==> src/rtl/swm_pkg.sv <==
// Package: shared frame constants, phase encodings and frame builders
// for the serial switch register access master.
// Assumes: read and write frames are both left-justified in one
// FRAME_W-bit shift register and shifted out MSB first.
package swm_pkg;

    localparam int unsigned PRE_BITS   = 32;   // leading ones of a read
    localparam int unsigned RD_BITS    = 46;   // full read frame
    localparam int unsigned WR_BITS    = 27;   // full write frame
    localparam int unsigned RX_BITS    = 32;   // reply length
    localparam int unsigned TURN_CLKS  = 2;    // idle pulses before reply
    localparam int unsigned TRAIL_CLKS = 2;    // pulses closing a transfer
    localparam int unsigned FRAME_W    = RD_BITS;
    localparam int unsigned CNT_BITS   = $clog2(FRAME_W + 1);

    typedef enum logic [2:0] {
        PH_IDLE,
        PH_CSU,
        PH_SEND,
        PH_TURN,
        PH_RECV,
        PH_GAP,
        PH_TRAIL,
        PH_TAIL
    } phase_e;

    typedef enum logic [1:0] {
        SUB_LOA,   // clock low, data held
        SUB_LOB,   // clock low, new data set up
        SUB_HI     // clock high
    } sub_e;

    // Read frame: ones, start 01, opcode 10, T=0, D=00, 7-bit address.
    function automatic logic [FRAME_W-1:0] rd_frame(input logic [6:0] a);
        return {{PRE_BITS{1'b1}}, 2'b01, 2'b10, 1'b0, 2'b00, a};
    endfunction

    // Write frame: start 1, opcode 01, 8-bit address, 16 data bits.
    function automatic logic [FRAME_W-1:0] wr_frame(input logic [7:0] a,
                                                    input logic [15:0] d);
        return {1'b1, 2'b01, a, d, {(FRAME_W - WR_BITS){1'b0}}};
    endfunction

endpackage

==> src/rtl/swm_phase_timer.sv <==
// Module: swm_phase_timer
// Counts system cycles within one serial timing phase and flags the
// last cycle of it. The limit is HALF_CYC, or SETUP_CYC when the
// sequencer asks for the setup slice.
// Assumes: HALF_CYC >= 1 and SETUP_CYC >= 1; run low forces a restart.
module swm_phase_timer #(
    parameter int unsigned HALF_CYC  = 750,
    parameter int unsigned SETUP_CYC = 250
) (
    input  logic clk,
    input  logic rst_n,
    input  logic run,
    input  logic use_setup,
    output logic expire
);
    localparam int unsigned MAX_LEN = (HALF_CYC > SETUP_CYC) ? HALF_CYC : SETUP_CYC;
    localparam int unsigned CW      = $clog2(MAX_LEN + 1);

    logic [CW-1:0] cnt;
    logic [CW-1:0] lim;

    // Select the length of the current phase.
    always_comb lim = use_setup ? CW'(SETUP_CYC) : CW'(HALF_CYC);

    assign expire = run && (cnt == lim - 1'b1);

    // Advance within the phase; restart on expiry or when stopped.
    always_ff @(posedge clk) begin
        if (!rst_n)                cnt <= '0;
        else if (!run || expire)   cnt <= '0;
        else                       cnt <= cnt + 1'b1;
    end

    // a phase never runs past its programmed length.
    assert_timer_bound_R8: assert property (@(posedge clk) disable iff (!rst_n)
        run |-> (cnt < lim));

endmodule

==> src/rtl/swm_shift_unit.sv <==
// Module: swm_shift_unit
// Holds the outgoing frame (MSB first) and gathers the reply bits.
// Assumes: load and shift_tx are never high together; cap_en is
// raised in the last low cycle before a rising serial clock edge.
module swm_shift_unit
    import swm_pkg::*;
(
    input  logic               clk,
    input  logic               rst_n,
    input  logic               load,
    input  logic [FRAME_W-1:0] frame_in,
    input  logic               shift_tx,
    input  logic               cap_en,
    input  logic               din,
    output logic               tx_msb,
    output logic [RX_BITS-1:0] rx_word
);
    logic [FRAME_W-1:0] tx_q;

    // Load a new frame or move the next bit to the top.
    always_ff @(posedge clk) begin
        if (!rst_n)        tx_q <= '0;
        else if (load)     tx_q <= frame_in;
        else if (shift_tx) tx_q <= {tx_q[FRAME_W-2:0], 1'b0};
    end

    // Clear on a new request, then gather reply bits MSB first.
    always_ff @(posedge clk) begin
        if (!rst_n)      rx_word <= '0;
        else if (load)   rx_word <= '0;
        else if (cap_en) rx_word <= {rx_word[RX_BITS-2:0], din};
    end

    assign tx_msb = tx_q[FRAME_W-1];

endmodule

==> src/rtl/swm_seq.sv <==
// Module: swm_seq
// Transaction sequencer: walks through chip-select setup, frame send,
// turnaround, reply, gap and trailing clocks, and drives the link pins
// and host handshake. All pins are decoded from registered state.
// Assumes: the timer's expire marks the last cycle of each phase.
module swm_seq
    import swm_pkg::*;
(
    input  logic               clk,
    input  logic               rst_n,
    input  logic               req,
    input  logic               we,
    input  logic               addr_lsb,
    input  logic               expire,
    input  logic               tx_msb,
    input  logic [RX_BITS-1:0] rx_word,
    output logic               run,
    output logic               use_setup,
    output logic               load,
    output logic               shift_tx,
    output logic               cap_en,
    output logic               cs,
    output logic               sclk,
    output logic               dout,
    output logic               oe,
    output logic               busy,
    output logic               done,
    output logic [15:0]        rdata
);
    phase_e              phase;
    sub_e                sub;
    logic [CNT_BITS-1:0] left;
    logic                is_wr;
    logic                odd;
    logic                slot;

    // Phases that are built from clock pulses.
    always_comb slot = (phase == PH_SEND) || (phase == PH_TURN) ||
                       (phase == PH_RECV) || (phase == PH_TRAIL);

    // Decode strobes and pins from the current state.
    always_comb begin
        run       = (phase != PH_IDLE);
        busy      = run;
        sclk      = slot && (sub == SUB_HI);
        use_setup = slot && (sub == SUB_LOB);
        load      = (phase == PH_IDLE) && req;
        shift_tx  = expire && (phase == PH_SEND) && (sub == SUB_LOA);
        cap_en    = expire && (phase == PH_RECV) && (sub == SUB_LOB);
    end

    // Main transaction state machine.
    always_ff @(posedge clk) begin
        if (!rst_n) begin
            phase <= PH_IDLE;
            sub   <= SUB_LOA;
            left  <= '0;
            is_wr <= 1'b0;
            odd   <= 1'b0;
            cs    <= 1'b0;
            dout  <= 1'b0;
            oe    <= 1'b0;
            done  <= 1'b0;
            rdata <= '0;
        end else begin
            done <= 1'b0;
            case (phase)
                PH_IDLE: begin
                    if (req) begin
                        phase <= PH_CSU;
                        sub   <= SUB_LOA;
                        cs    <= we;
                        oe    <= 1'b1;
                        is_wr <= we;
                        odd   <= addr_lsb;
                        dout  <= 1'b0;
                    end
                end
                PH_CSU: begin
                    if (expire) begin
                        phase <= PH_SEND;
                        sub   <= SUB_LOA;
                        left  <= is_wr ? CNT_BITS'(WR_BITS) : CNT_BITS'(RD_BITS);
                    end
                end
                PH_GAP: begin
                    if (expire) begin
                        phase <= PH_TRAIL;
                        sub   <= SUB_LOA;
                        left  <= CNT_BITS'(TRAIL_CLKS);
                        cs    <= 1'b0;
                    end
                end
                PH_TAIL: begin
                    if (expire) begin
                        phase <= PH_IDLE;
                        done  <= 1'b1;
                        oe    <= 1'b0;
                        if (!is_wr)
                            rdata <= odd ? rx_word[31:16] : rx_word[15:0];
                    end
                end
                default: begin
                    if (expire) begin
                        case (sub)
                            SUB_LOA: begin
                                sub <= SUB_LOB;
                                if (phase == PH_SEND) dout <= tx_msb;
                            end
                            SUB_LOB: sub <= SUB_HI;
                            default: begin
                                sub <= SUB_LOA;
                                if (left != CNT_BITS'(1)) begin
                                    left <= left - 1'b1;
                                end else begin
                                    case (phase)
                                        PH_SEND: begin
                                            dout <= 1'b0;
                                            if (is_wr) begin
                                                phase <= PH_GAP;
                                            end else begin
                                                phase <= PH_TURN;
                                                oe    <= 1'b0;
                                                left  <= CNT_BITS'(TURN_CLKS);
                                            end
                                        end
                                        PH_TURN: begin
                                            phase <= PH_RECV;
                                            left  <= CNT_BITS'(RX_BITS);
                                        end
                                        PH_RECV: phase <= PH_GAP;
                                        default: phase <= PH_TAIL;
                                    endcase
                                end
                            end
                        endcase
                    end
                end
            endcase
        end
    end

    // chip select stays low through a read.
    assert_read_cs_low_R2: assert property (@(posedge clk) disable iff (!rst_n)
        (busy && !is_wr) |-> !cs);

    // the data line is released during turnaround and reply.
    assert_turn_oe_off_R3: assert property (@(posedge clk) disable iff (!rst_n)
        ((phase == PH_TURN) || (phase == PH_RECV)) |-> !oe);

    // trailing clocks run with chip select low.
    assert_trail_cs_low_R7: assert property (@(posedge clk) disable iff (!rst_n)
        (phase == PH_TRAIL) |-> !cs);

    // outgoing data holds while the serial clock is high.
    assert_dout_hold_R8: assert property (@(posedge clk) disable iff (!rst_n)
        (sclk && $past(sclk)) |-> $stable(dout));

    // done is a single pulse.
    assert_done_single_R10: assert property (@(posedge clk) disable iff (!rst_n)
        done |=> !done);

    // busy is already low while done is shown.
    assert_done_idle_R10: assert property (@(posedge clk) disable iff (!rst_n)
        done |-> !busy);

endmodule

==> src/rtl/swreg_serial_master.sv <==
// Module: swreg_serial_master (top)
// Reads and writes 16-bit switch registers over a chip-select, clock
// and shared data line. One request at a time; requests while busy
// are dropped. HALF_CYC and SETUP_CYC are in system clock cycles.
// Assumes: sw_din is already synchronous to clk.
module swreg_serial_master
    import swm_pkg::*;
#(
    parameter int unsigned HALF_CYC  = 750,
    parameter int unsigned SETUP_CYC = 250
) (
    input  logic        clk,
    input  logic        rst_n,
    input  logic        req,
    input  logic        we,
    input  logic [7:0]  addr,
    input  logic [15:0] wdata,
    output logic        busy,
    output logic        done,
    output logic [15:0] rdata,
    output logic        sw_cs,
    output logic        sw_clk,
    output logic        sw_dout,
    output logic        sw_oe,
    input  logic        sw_din
);
    logic               run;
    logic               use_setup;
    logic               expire;
    logic               load;
    logic               shift_tx;
    logic               cap_en;
    logic               tx_msb;
    logic [RX_BITS-1:0] rx_word;
    logic [FRAME_W-1:0] frame;

    // Build the frame for the request on the host inputs.
    always_comb frame = we ? wr_frame(addr, wdata) : rd_frame(addr[6:0]);

    swm_phase_timer #(
        .HALF_CYC  (HALF_CYC),
        .SETUP_CYC (SETUP_CYC)
    ) u_timer (
        .clk       (clk),
        .rst_n     (rst_n),
        .run       (run),
        .use_setup (use_setup),
        .expire    (expire)
    );

    swm_shift_unit u_shift (
        .clk      (clk),
        .rst_n    (rst_n),
        .load     (load),
        .frame_in (frame),
        .shift_tx (shift_tx),
        .cap_en   (cap_en),
        .din      (sw_din),
        .tx_msb   (tx_msb),
        .rx_word  (rx_word)
    );

    swm_seq u_seq (
        .clk       (clk),
        .rst_n     (rst_n),
        .req       (req),
        .we        (we),
        .addr_lsb  (addr[0]),
        .expire    (expire),
        .tx_msb    (tx_msb),
        .rx_word   (rx_word),
        .run       (run),
        .use_setup (use_setup),
        .load      (load),
        .shift_tx  (shift_tx),
        .cap_en    (cap_en),
        .cs        (sw_cs),
        .sclk      (sw_clk),
        .dout      (sw_dout),
        .oe        (sw_oe),
        .busy      (busy),
        .done      (done),
        .rdata     (rdata)
    );

    // the link is quiet whenever no transaction runs.
    assert_idle_quiet_R1: assert property (@(posedge clk) disable iff (!rst_n)
        !busy |-> (!sw_cs && !sw_clk && !sw_oe));

endmodule

==> config.mk <==
export PLATFORM = sky130hd
export DESIGN_NAME = swreg_serial_master
export DESIGN_NICKNAME = d
export VERILOG_FILES = /design/src/rtl/swm_pkg.sv /design/src/rtl/swm_phase_timer.sv /design/src/rtl/swm_shift_unit.sv /design/src/rtl/swm_seq.sv /design/src/rtl/swreg_serial_master.sv
export SDC_FILE = /design/constraint.sdc
export NUM_CORES = 1
export LEC_CHECK = 0
export ABC_AREA = 1
export BUFFER_PORTS_ARGS = -buffer_cell sky130_fd_sc_hd__buf_2
export CAP_MARGIN = 15
export CORE_MARGIN = 10
export CORE_UTILIZATION = 55
export DETAILED_ROUTE_END_ITERATION = 10
export GPL_ROUTABILITY_DRIVEN = 1
export PLACE_DENSITY = 0.79
export SYNTH_ARGS = -nofsm -noshare
export SYNTH_HDL_FRONTEND = slang
export SYNTH_HIERARCHICAL = 1
export SYNTH_SLANG_ARGS = --single-unit
==> constraint.sdc <==
create_clock -name clk -period 5.1 [get_ports clk]
set_input_delay 0.255 -clock clk [delete_from_list [all_inputs] [get_ports clk]]
set_output_delay 0.255 -clock clk [all_outputs]
set_load 0.03 [all_outputs]
======== Yosys cells after proc, flatten, opt, wreduce, memory -nomap -nowiden ========
Index checks and enable logic that the tools add are counted.
word-level totals
  output and inout bits ................... 22
  bits in writable memories ............... 0
  ROM bits ................................ 0
  memories ................................ 0
  input port bits ......................... 29
  bits in registers ....................... 121
  latch bits .............................. 0
cells by class
  order comparisons ....................... 0
  reductions and logical operators ........ 37
  div/mod/pow operators ................... 0
  shift operators ......................... 0
  $mul .................................... 0
  muxes and demuxes ....................... 47
  equal/unequal tests ..................... 25
  bitwise operators ....................... 6
  add/sub/neg operators ................... 3
operators with widths
  operator               number
  $mux 46                2
  $mux 45                1
  $mux 6                 7
  $mux 3                 8
  $pmux 6 s3             1
  $mux 16                1
  $mux 1                 14
  $eq 3x3->1 const B     4
  $pmux 3 s4             1
  $pmux 6 s2             1
  $add 10x1->10 const B  1
  $eq 10x10->1           1
  $mux 10                1
  $reduce_or 2->1        5
  $sub 10x1->10 const B  1
  $ne 3x1->1 const B     3
  $pmux 3 s3             1
  $logic_and 1x1->1      8
  $ne 2x1->1 const B     4
  $reduce_and 8->1       1
  $reduce_bool 2->1      4
  $reduce_and 7->1       1
  $eq 3x2->1 const B     2
  $mux 2                 3
  other kinds (28)       42

======== Depth between registers and ports, before layout ========
Gate-level depths: netlist (run 1).
  depth after elaboration ................. 13
  gate-level depth with buffers ........... 19

======== Hierarchy ========
The synthesis (run 1) kept the hierarchy.
by module, submodules not included
  module               cells an instance  times used  sequential area each (sq um)  area each (sq um)
  swm_shift_unit       479                1           1561.5                        3314.4
  swm_seq              269                1           660.6                         1762.9
  swm_phase_timer      85                 1           200.2                         590.6
  swreg_serial_master  61                 1           0.0                           251.5

======== Worst setup path before layout (run 1) ========
Ideal clock, no wire load.
  kind .................................... flip-flop to flip-flop
  start ................................... reg u_seq.phase[1]
  end ..................................... reg u_shift.tx_q[10]
  path buffers ............................ 2
  arrival time ............................ 2353 ps
  period minus slack after synthesis ...... 2463 ps
  slack ................................... 2637 ps
  setup time .............................. 110 ps
  stages on the path, launching flop included .. 18
  cell sequence ........................... dfxtp_1 -> inv_4 -> a21oi_2 -> inv_1 -> nor2_1 -> nand3_1 -> nand2_1 -> nand3_2 -> nor2_1 -> nand2_2 -> nor4_1 -> buf_2 -> nor2_4 -> buf_2 -> nand2_1 -> nand3_1 -> nand2_1 -> inv_1
on the way
  cells in the longest elaborated chain, start to end .. 12
  elaborated cells between the ends (all ways) .. 19
  classes of those cells .................. 1 x add/sub; 5 x eq/ne; 2 x mux; 11 x reduce/logical
ends and longest elaborated chain
  item                                line                       source
  from (decl)                         swm_seq.sv:30              phase_e phase;
  from (signal assigned)              swm_seq.sv:55              phase <= PH_IDLE;
  from (signal assigned)              swm_seq.sv:70              phase <= PH_CSU;
  from (signal assigned)              swm_seq.sv:81              phase <= PH_SEND;
  $eq 3x2->1                          swm_seq.sv:38              always_comb slot = (phase == PH_SEND) || (phase == PH_TURN) ||
  $logic_or 1x1->1 (2 in a row)       swm_seq.sv:38
  $logic_or 1x1->1 (*)                swm_seq.sv:39              (phase == PH_RECV) || (phase == PH_TRAIL);
  $logic_and 1x1->1 (*)               swm_seq.sv:46              use_setup = slot && (sub == SUB_LOB);
  via use_setup                       swreg_serial_master.sv:28  logic use_setup;
  $mux 10 (*)                         swm_phase_timer.sv:23      always_comb lim = use_setup ? CW'(SETUP_CYC) : CW'(HALF_CYC);
  $sub 10x1->10 (*)                   swm_phase_timer.sv:25      assign expire = run && (cnt == lim - 1'b1);
  $eq 10x10->1 (*)                    swm_phase_timer.sv:25
  $logic_and 1x1->1 (*)               swm_phase_timer.sv:25
  via expire                          swreg_serial_master.sv:29  logic expire;
  $logic_and 1x1->1 (*) (2 in a row)  swm_seq.sv:48              shift_tx = expire && (phase == PH_SEND) && (sub == SUB_LOA);
  via shift_tx                        swreg_serial_master.sv:31  logic shift_tx;
  $reduce_bool 2->1 (no line) (*)     n/a
  to (signal assigned)                swm_shift_unit.sv:23       else if (load) tx_q <= frame_in;
  to (signal assigned)                swm_shift_unit.sv:24       else if (shift_tx) tx_q <= {tx_q[FRAME_W-2:0], 1'b0};
  to (decl)                           swm_shift_unit.sv:18       logic [FRAME_W-1:0] tx_q;
The timed path passes the listed nets; every way through them passes the cells marked *.
A chain may end at the register's enable or synchronous reset.

======== Worst setup path in the final report (run 1) ========
  start ................................... reg u_seq.phase[2]
  end ..................................... reg u_shift.tx_q[16]
The elaborated chain is that of the path after synthesis.

==> impl_metrics.py, run 1 <==
metrics = {
    "timing": {
        "fmaxAchievable_mhz": 311,
        "fin_skew_ns": 0.00773,
        "tightest_slew_ns": 1.02,
        "slew_headroom_pct": 31.6,
        "post-route-period-util_pct": 63.0,
        "fin_setup_tns_ns": 0,
        "slew_viol_final": 0,
        "rsz0062_at_grt": "false",
        "hold_violations": 0,
        "period_needed_ns": 3.21,
        "setup_violations": 0,
    },
    "yosys": {
        "seq_area_frac_synth_pct": 40.9,
        "netlist_instances": 894,
        "synth_area_sq_mm": 0.00592,
        "ys_types": 36,
        "yosys_warnings": 6,
        "post_synth.cell_area_avg_sq_um": 6.62,
        "synth-seq-cells": 121,
    },
    "setup_path": {
        "cp.arrival_ns": 3.67,
        "cpLargestDelayFamily": "simple AND/OR/NAND/NOR gates",
        "cpMaxStageDelayCell": "nor2_4",
        "start_kind": "register",
        "slowest_delay_ns": 0.83,
        "worst-path-max-fanout": 46,
        "endpoint_kind": "register",
        "setup.worst_path.class": "register to register",
        "cp_num_buf_inv": 5,
        "cp_common_cell": "nand2_1",
        "crit_required_ns": 5.56,
        "path_cells": "inv_2, a21oi_2, inv_1, nor2_1, inv_1, nand2_1, nand2_1, nand3_2, nor2_1, nand2_2, nor4_2, buf_4, nor2_4, nand2_1, nand3_1, nand2_1, inv_1",
    },
    "power": {
        "fin_total_pwr_mw": 2.95,
        "irDropWorstVdd_mv": 0.264,
        "power_density_mw_per_mm2": 440,
        "p_leak_nw": 3.22,
    },
    "cts": {
        "cts_tree": "done",
        "cts-root-buf": "clkbuf_8",
        "clkTransAtPathRegs_ns": 0.06,
        "clockBufferDepth": 2,
        "cts.sinks": 121,
        "cts_htree_levels": 4,
        "clkLatencyLatePin_ns": 0.52,
        "cts-resized-gates": 0,
        "cts_inserted_buffers": 17,
    },
    "min_path": {
        "hold_path_class": "input pin to register",
    },
    "die": {
        "die_width_um": 124,
        "die-area_sq_mm": 0.0153,
        "io_pins": 51,
        "coreArea_sq_mm": 0.0104,
        "die_h_um": 124,
        "rows": 37,
        "initial_core_util_pct": 56.8,
    },
    "final_layout": {
        "drive_gt1_share_pct": 13.7,
        "diodes": 0,
        "final_nets": 962,
        "fillers": 989,
        "areaGrowthSynthToFinish_pct": 13.3,
    },
    "grt": {
        "grtUsageTotal_pct": 17.2,
        "overflow": 0,
        "grt_start_max_net_pins": 56,
        "grt_pass1_vias": 4977,
        "antenna_found_initial": 0,
        "grt_pass1_wl_um": 22100,
    },
    "run": {
        "maxCapViolations": 0,
    },
    "detailed_routing": {
        "via_per_inst": 5.04,
        "drtPass1Iterations": 5,
        "drt_drc_violations_left": 0,
        "routed_wl_um": 12900,
        "vias": 5428,
        "postRouteAntennaNets": 0,
        "detail_route.wl_per_cell_um": 11.9,
        "first_iter_violations": 467,
    },
    "placement": {
        "io_buffers": 50,
        "dp_hpwl_um": 8050,
        "gp_congestion": 0.934,
    },
    "status": {
        "status": "completed",
    },
}
through the flow:
stage	cell area (sq um)	utilization, %	setup WS, ns	hold slack [ns]	std cells
global placement	6130	58.9	2.09	0.454	1045
finish	6710	64.4	1.89	0.103	1078
CTS	6710	64.4	1.91	0.0862	1078
global route	6710	64.4	1.53	0.122	1078
floorplan	5940	-	2.64	0.401	899
detailed placement	6130	58.9	2.01	0.461	1045
cells by family after synthesis:
group	share of synthesized area [%]
buffers and inverters	12.5
XOR/XNOR	0.740
flip-flops	40.9
other	0.127
AND/OR/NAND/NOR	36.1
adder cells (fa/ha/maj)	0.846
AO/OA/AOI/OAI	8.79
repair_timing:
item,4_1_cts,5_1_grt
setup buffers,0,0
hold buffers,1,0
endpoints found under the hold margin,1,0
synthesized netlist by cell type (all sizes together):
| master | number | share of area, % |
|---|---|---|
| a31oi | 16 | 1.7 |
| dfxtp | 121 | 41 |
| inv | 121 | 7.7 |
| nand3 | 106 | 9.1 |
| o21bai | 1 | 0.13 |
| a21oi | 43 | 3.7 |
| nor3 | 3 | 0.25 |
| ha | 4 | 0.85 |
| nand4 | 5 | 0.53 |
| xnor2 | 3 | 0.44 |
| clkbuf | 10 | 0.63 |
| a22oi | 1 | 0.13 |
| nor2 | 64 | 5.2 |
| nand3b | 1 | 0.13 |
| nor4 | 2 | 0.21 |
| nand2 | 317 | 21 |
| a211oi | 1 | 0.13 |
| xor2 | 2 | 0.30 |
| conb | 2 | 0.13 |
| buf | 34 | 4.0 |
| o21ai | 34 | 2.9 |
| o221ai | 1 | 0.15 |
| clkinv | 2 | 0.15 |
placed cells by master, fill, tap and decap left out, types with 3 or more instances in the layout:
cell type  instances
clkbuf_16         16
nand2_4            3
buf_4              4
nor2_1            43
nand2_2            4
conb_1             7
dfxtp_1          121
inv_2              9
a31oi_1           16
buf_2             50
o21ai_1           14
o21ai_0           20
ha_1               4
nor3_1             3
nand4_1            5
nand2_1          310
a21oi_1           42
inv_8              5
inv_1            111
xnor2_1            3
nor2_4             5
nor2_2            16
inv_6              6
nand3_1          104
flip-flops by register name (all words and copies together) (netlist names), 2 cells and up:
| register | count |
|---|---|
| u_shift/tx_q | 46 |
| u_shift/rx_word | 32 |
| u_seq/rdata | 16 |
| u_timer/cnt | 10 |
| u_seq/left | 6 |
| u_seq/phase | 3 |
| u_seq/sub | 2 |
power by group:
part | internal (mW) | switching [mW] | leakage, nW
Clock | 0.626 | 0.493 | 0.273
Combinational | 0.207 | 0.481 | 1.96
Sequential | 1.06 | 0.0852 | 0.984
Total | 1.89 | 1.06 | 3.22
layout make-up:
class | count | area (sq um) | share of cell area, %
flip-flops and latches | 121 | 2420 | 36.1
clock inverters | 15 | 149 | 2.22
well taps | 136 | 170 | 2.54
inverters | 123 | 465 | 6.94
repair buffers | 55 | 290 | 4.33
clock buffers | 17 | 414 | 6.18
multi-input cells | 611 | 2790 | 41.7
routing by layer:
metal  GRT usage, %  routed length [um]
met1           21.5                5900
met2           27.9                5960
met3           5.29                 824
met4           5.46                 202
met5              0                   0
worst paths after layout:
path,cells after the start,slack [ns],from,end
worst max-delay path,17,1.89,u_seq/phase[2]$_SDFFE_PN0P_,u_shift/tx_q[16]$_SDFFE_PN0P_
worst min-delay path,7,0.10,wdata[3],u_shift/tx_q[22]$_SDFFE_PN0P_
worst max register to register,17,1.89,u_seq/phase[2]$_SDFFE_PN0P_,u_shift/tx_q[16]$_SDFFE_PN0P_
worst min register to register,2,0.47,u_shift/rx_word[31]$_SDFFE_PP0P_,u_shift/rx_word[31]$_SDFFE_PP0P_
worst min-delay path: stages:
cell     delay [ns]
buf_2          0.07
inv_1          0.03
nand2_1        0.04
nand2_1        0.04
nand3_1        0.07
nand2_1        0.04
inv_1          0.04
Power figures use the tool's default switching activity.
==> run 2: changes to the inputs <==
--- a/config.mk
+++ b/config.mk
@@ -5,7 +5,7 @@
 export SDC_FILE = /design/constraint.sdc
 export NUM_CORES = 1
 export LEC_CHECK = 0
-export ABC_AREA = 1
+export ABC_AREA = 0
 export BUFFER_PORTS_ARGS = -buffer_cell sky130_fd_sc_hd__buf_2
 export CAP_MARGIN = 15
 export CORE_MARGIN = 10
==> constraint.sdc (replaced) <==
create_clock -name clk -period 3.2 [get_ports clk]
set_input_delay 0.16 -clock clk [delete_from_list [all_inputs] [get_ports clk]]
set_output_delay 0.16 -clock clk [all_outputs]
set_load 0.03 [all_outputs]
==> run 2 against run 1 <==
Die area increased by 0.27%. Largest cell class unchanged. Combinational power is 41% higher. Synthesized cell count fell by 32%. Register-to-register slack lost 1.6 ns. Synthesized area rose by 0.32%.
==> impl_metrics.py, run 2 <==
metrics = {
    "grt": {
        "use_met1_pct": 18.6,
        "grt.met2_usage_pct": 27.8,
        "grt_pass1_vias": 4525,
        "overflow": 0,
        "antenna_found_initial": 0,
        "use_met3_pct": 4.34,
        "grt_start_max_net_pins": 64,
        "grt_pass1_wl_um": 20500,
        "top_usage_layer": "met2",
        "grtUsageTotal_pct": 16.2,
    },
    "setup_path": {
        "worst-path-max-fanout": 46,
        "endpoint_kind": "register",
        "crit_required_ns": 3.61,
        "start_kind": "register",
        "setup.worst_path.class": "register to register",
        "cp.arrival_ns": 3.33,
        "r2r_setup_slack_ns": 0.28,
    },
    "die": {
        "coreArea_sq_mm": 0.0104,
        "initial_core_util_pct": 57.0,
        "rows": 37,
        "io_pins": 51,
        "die_width_um": 124,
        "die-area_sq_mm": 0.0154,
        "die_h_um": 124,
    },
    "yosys": {
        "synth_top_area_share_pct": 40.8,
        "ys_types": 54,
        "synthFlopType": "dfxtp_1",
        "yosysTopAreaCell": "dfxtp_1",
        "synth_simple_gate_area_share_pct": 18.8,
        "netlist_instances": 611,
        "seq_area_frac_synth_pct": 40.8,
        "synth_edf_count": 0,
        "synth-compound-area-share_pct": 16.0,
        "synth.area.mux_share_pct": 17.3,
        "yosys_warnings": 6,
        "synth_top_family_by_area": "simple AND/OR/NAND/NOR gates",
        "synthAdderAreaFrac_pct": 0.843,
        "synth-seq-cells": 121,
        "yosys-top-cells-area": "dfxtp_1, mux2i_1, mux2_2",
        "synth_most_common_cell": "dfxtp_1",
        "async_reset_ff_share_pct": 0,
        "synth_area_sq_mm": 0.00594,
        "yosys-top-cells-count": "dfxtp_1, nand2b_1, nor2_1",
        "synth-xor-area-share_pct": 0.590,
        "post_synth.cell_area_avg_sq_um": 9.72,
    },
    "detailed_routing": {
        "postRouteAntennaNets": 0,
        "detail_route.wl_per_cell_um": 15.1,
        "vias": 4505,
        "routed_wl_um": 12100,
        "drtPass1Iterations": 5,
        "via_per_inst": 5.62,
        "drt_drc_violations_left": 0,
        "first_iter_violations": 280,
    },
    "power": {
        "power.internal_mw": 3.45,
        "combPwrFrac_pct": 20.2,
        "p_leak_nw": 2.92,
        "swShare_pct": 27.9,
        "pwr-share-seq_pct": 37.8,
        "power_density_mw_per_mm2": 694,
        "clockPowerShare_pct": 42.0,
        "switchingPower_mw": 1.34,
        "irDropWorstVdd_mv": 0.451,
    },
    "status": {
        "status": "completed",
    },
    "timing": {
        "slew_viol_final": 0,
        "rsz0062_at_grt": "false",
        "period_needed_ns": 2.92,
        "fin_ws_ns": 0.279,
        "setup_violations": 0,
        "hold_violations": 0,
        "fin_skew_ns": 0.00905,
        "holdWs_ns": 0.0330,
        "slew_headroom_pct": 33.5,
        "fin_setup_tns_ns": 0,
        "fmaxAchievable_mhz": 342,
        "post-route-period-util_pct": 91.3,
        "tightest_slew_ns": 0.996,
    },
    "final_layout": {
        "multi_input_area_sq_mm": 0.00322,
        "top_regs": "u_shift/tx_q (46), u_shift/rx_word (32), u_seq/rdata (16)",
        "final_nets": 685,
        "areaGrowthSynthToFinish_pct": 16.3,
        "drive_gt1_share_pct": 23.0,
        "fillers": 811,
        "diodes": 0,
        "utilization_pct": 66.3,
        "stdcell_area_sq_mm": 0.00690,
        "regArea_sq_mm": 0.00242,
        "final_cell_mix": "dfxtp_1, nand2b_1, nor2_1, mux2i_1, buf_2",
        "regMostFlops": "u_shift/tx_q",
        "layout_commonest_cell": "dfxtp_1",
        "largest_register_ffs": 46,
    },
    "cts": {
        "cts_tree": "done",
        "cts_inserted_buffers": 17,
        "clkLatencyLatePin_ns": 0.52,
        "clockBufferDepth": 2,
        "cts-root-buf": "clkbuf_8",
        "clkTransAtPathRegs_ns": 0.06,
        "cts_htree_levels": 4,
        "cts.sinks": 121,
        "post_cts_buffers": 0,
    },
    "placement": {
        "io_buffers": 50,
        "dp_hpwl_um": 7600,
        "place_ws_ns": 0.381,
        "gp_congestion": 0.890,
        "placed_area_sq_mm": 0.00625,
    },
    "min_path": {
        "hold_path_class": "input pin to register",
    },
    "run": {
        "maxCapViolations": 0,
    },
}
run 2: cell types whose count changed after synthesis, sizes merged, moves of 28 or more:
| cell | before | now |
|---|---|---|
| a21oi | 43 | 13 |
| inv | 121 | 13 |
| mux2 | 0 | 45 |
| mux2i | 0 | 52 |
| nand2 | 317 | 18 |
| nand2b | 0 | 72 |
| nand3 | 106 | 7 |
| o211a | 0 | 45 |
| o21ai | 34 | 6 |
run 2: logic make-up after synthesis:
family	count (synthesis)
AOI/OAI and AO/OA	113
xor gates and xnor gates	4
adders and majority gates	4
buffers and inverters	61
DFF	121
muxes	97
other	2
and+or+nand+nor	209
run 2: area by class of cell:
class,instances,share of cell area (%)
Clock buffer,20,6.45
Clock inverter,12,2.72
Inverter,13,0.707
Multi-Input combinational cell,434,46.7
Sequential cell,121,35.1
Tap cell,136,2.46
Timing Repair Buffer,65,5.87
run 2: routing by layer:
metal	wire (um)	part of all wire [%]
met3	454	3.8
met2	6270	52
met4	226	1.9
met5	0	0
met1	5120	42
run 2: final timing paths:
check	from	cells after the start	end
worst min-delay path	wdata[9]	4	u_shift/tx_q[28]$_SDFFE_PN0P_
worst max-delay path	u_seq/sub[1]$_SDFFE_PN0P_	11	u_shift/tx_q[36]$_SDFFE_PN0P_
worst max register to register	u_seq/sub[1]$_SDFFE_PN0P_	11	u_shift/tx_q[36]$_SDFFE_PN0P_
worst min register to register	u_seq/dout$_SDFFE_PN0P_	2	u_seq/dout$_SDFFE_PN0P_
run 2: power groups by stage:
stage | clock, mW | sequential [mW] | combinational (mW)
final | 2.01 | 1.81 | 0.968
after global routing | 2.11 | 1.83 | 1.07
after CTS | 2.05 | 1.81 | 0.969
after detailed placement | 0 | 1.84 | 0.959
after global placement | 0 | 1.83 | 0.930
after floorplan | 0 | 1.80 | 0.819
run 2: critical path, cell delays in order, from the launching register on:
cell       delay [ns]
dfxtp_1          0.48
inv_1            0.15
nand2_1          0.13
nor2_1           0.07
nand4bb_1        0.22
a2111oi_2        0.39
and2_1           0.20
nand2_1          0.09
nor3_2           0.19
buf_12           0.28
mux2_2           0.37
o211a_1          0.22
run 2: timing repair:
action	4_1_cts	5_1_grt
hold endpoints to repair	2	0
hold buffers	2	0
gates resized for setup	0	0
endpoints found under the setup margin	0	0
run 2: through the flow:
stage               power [mW]  cells
detailed placement        2.80    767
CTS                       4.83    801
global placement          2.76    767
floorplan                 2.62    616
global route              5.01    801
finish                    4.79    801
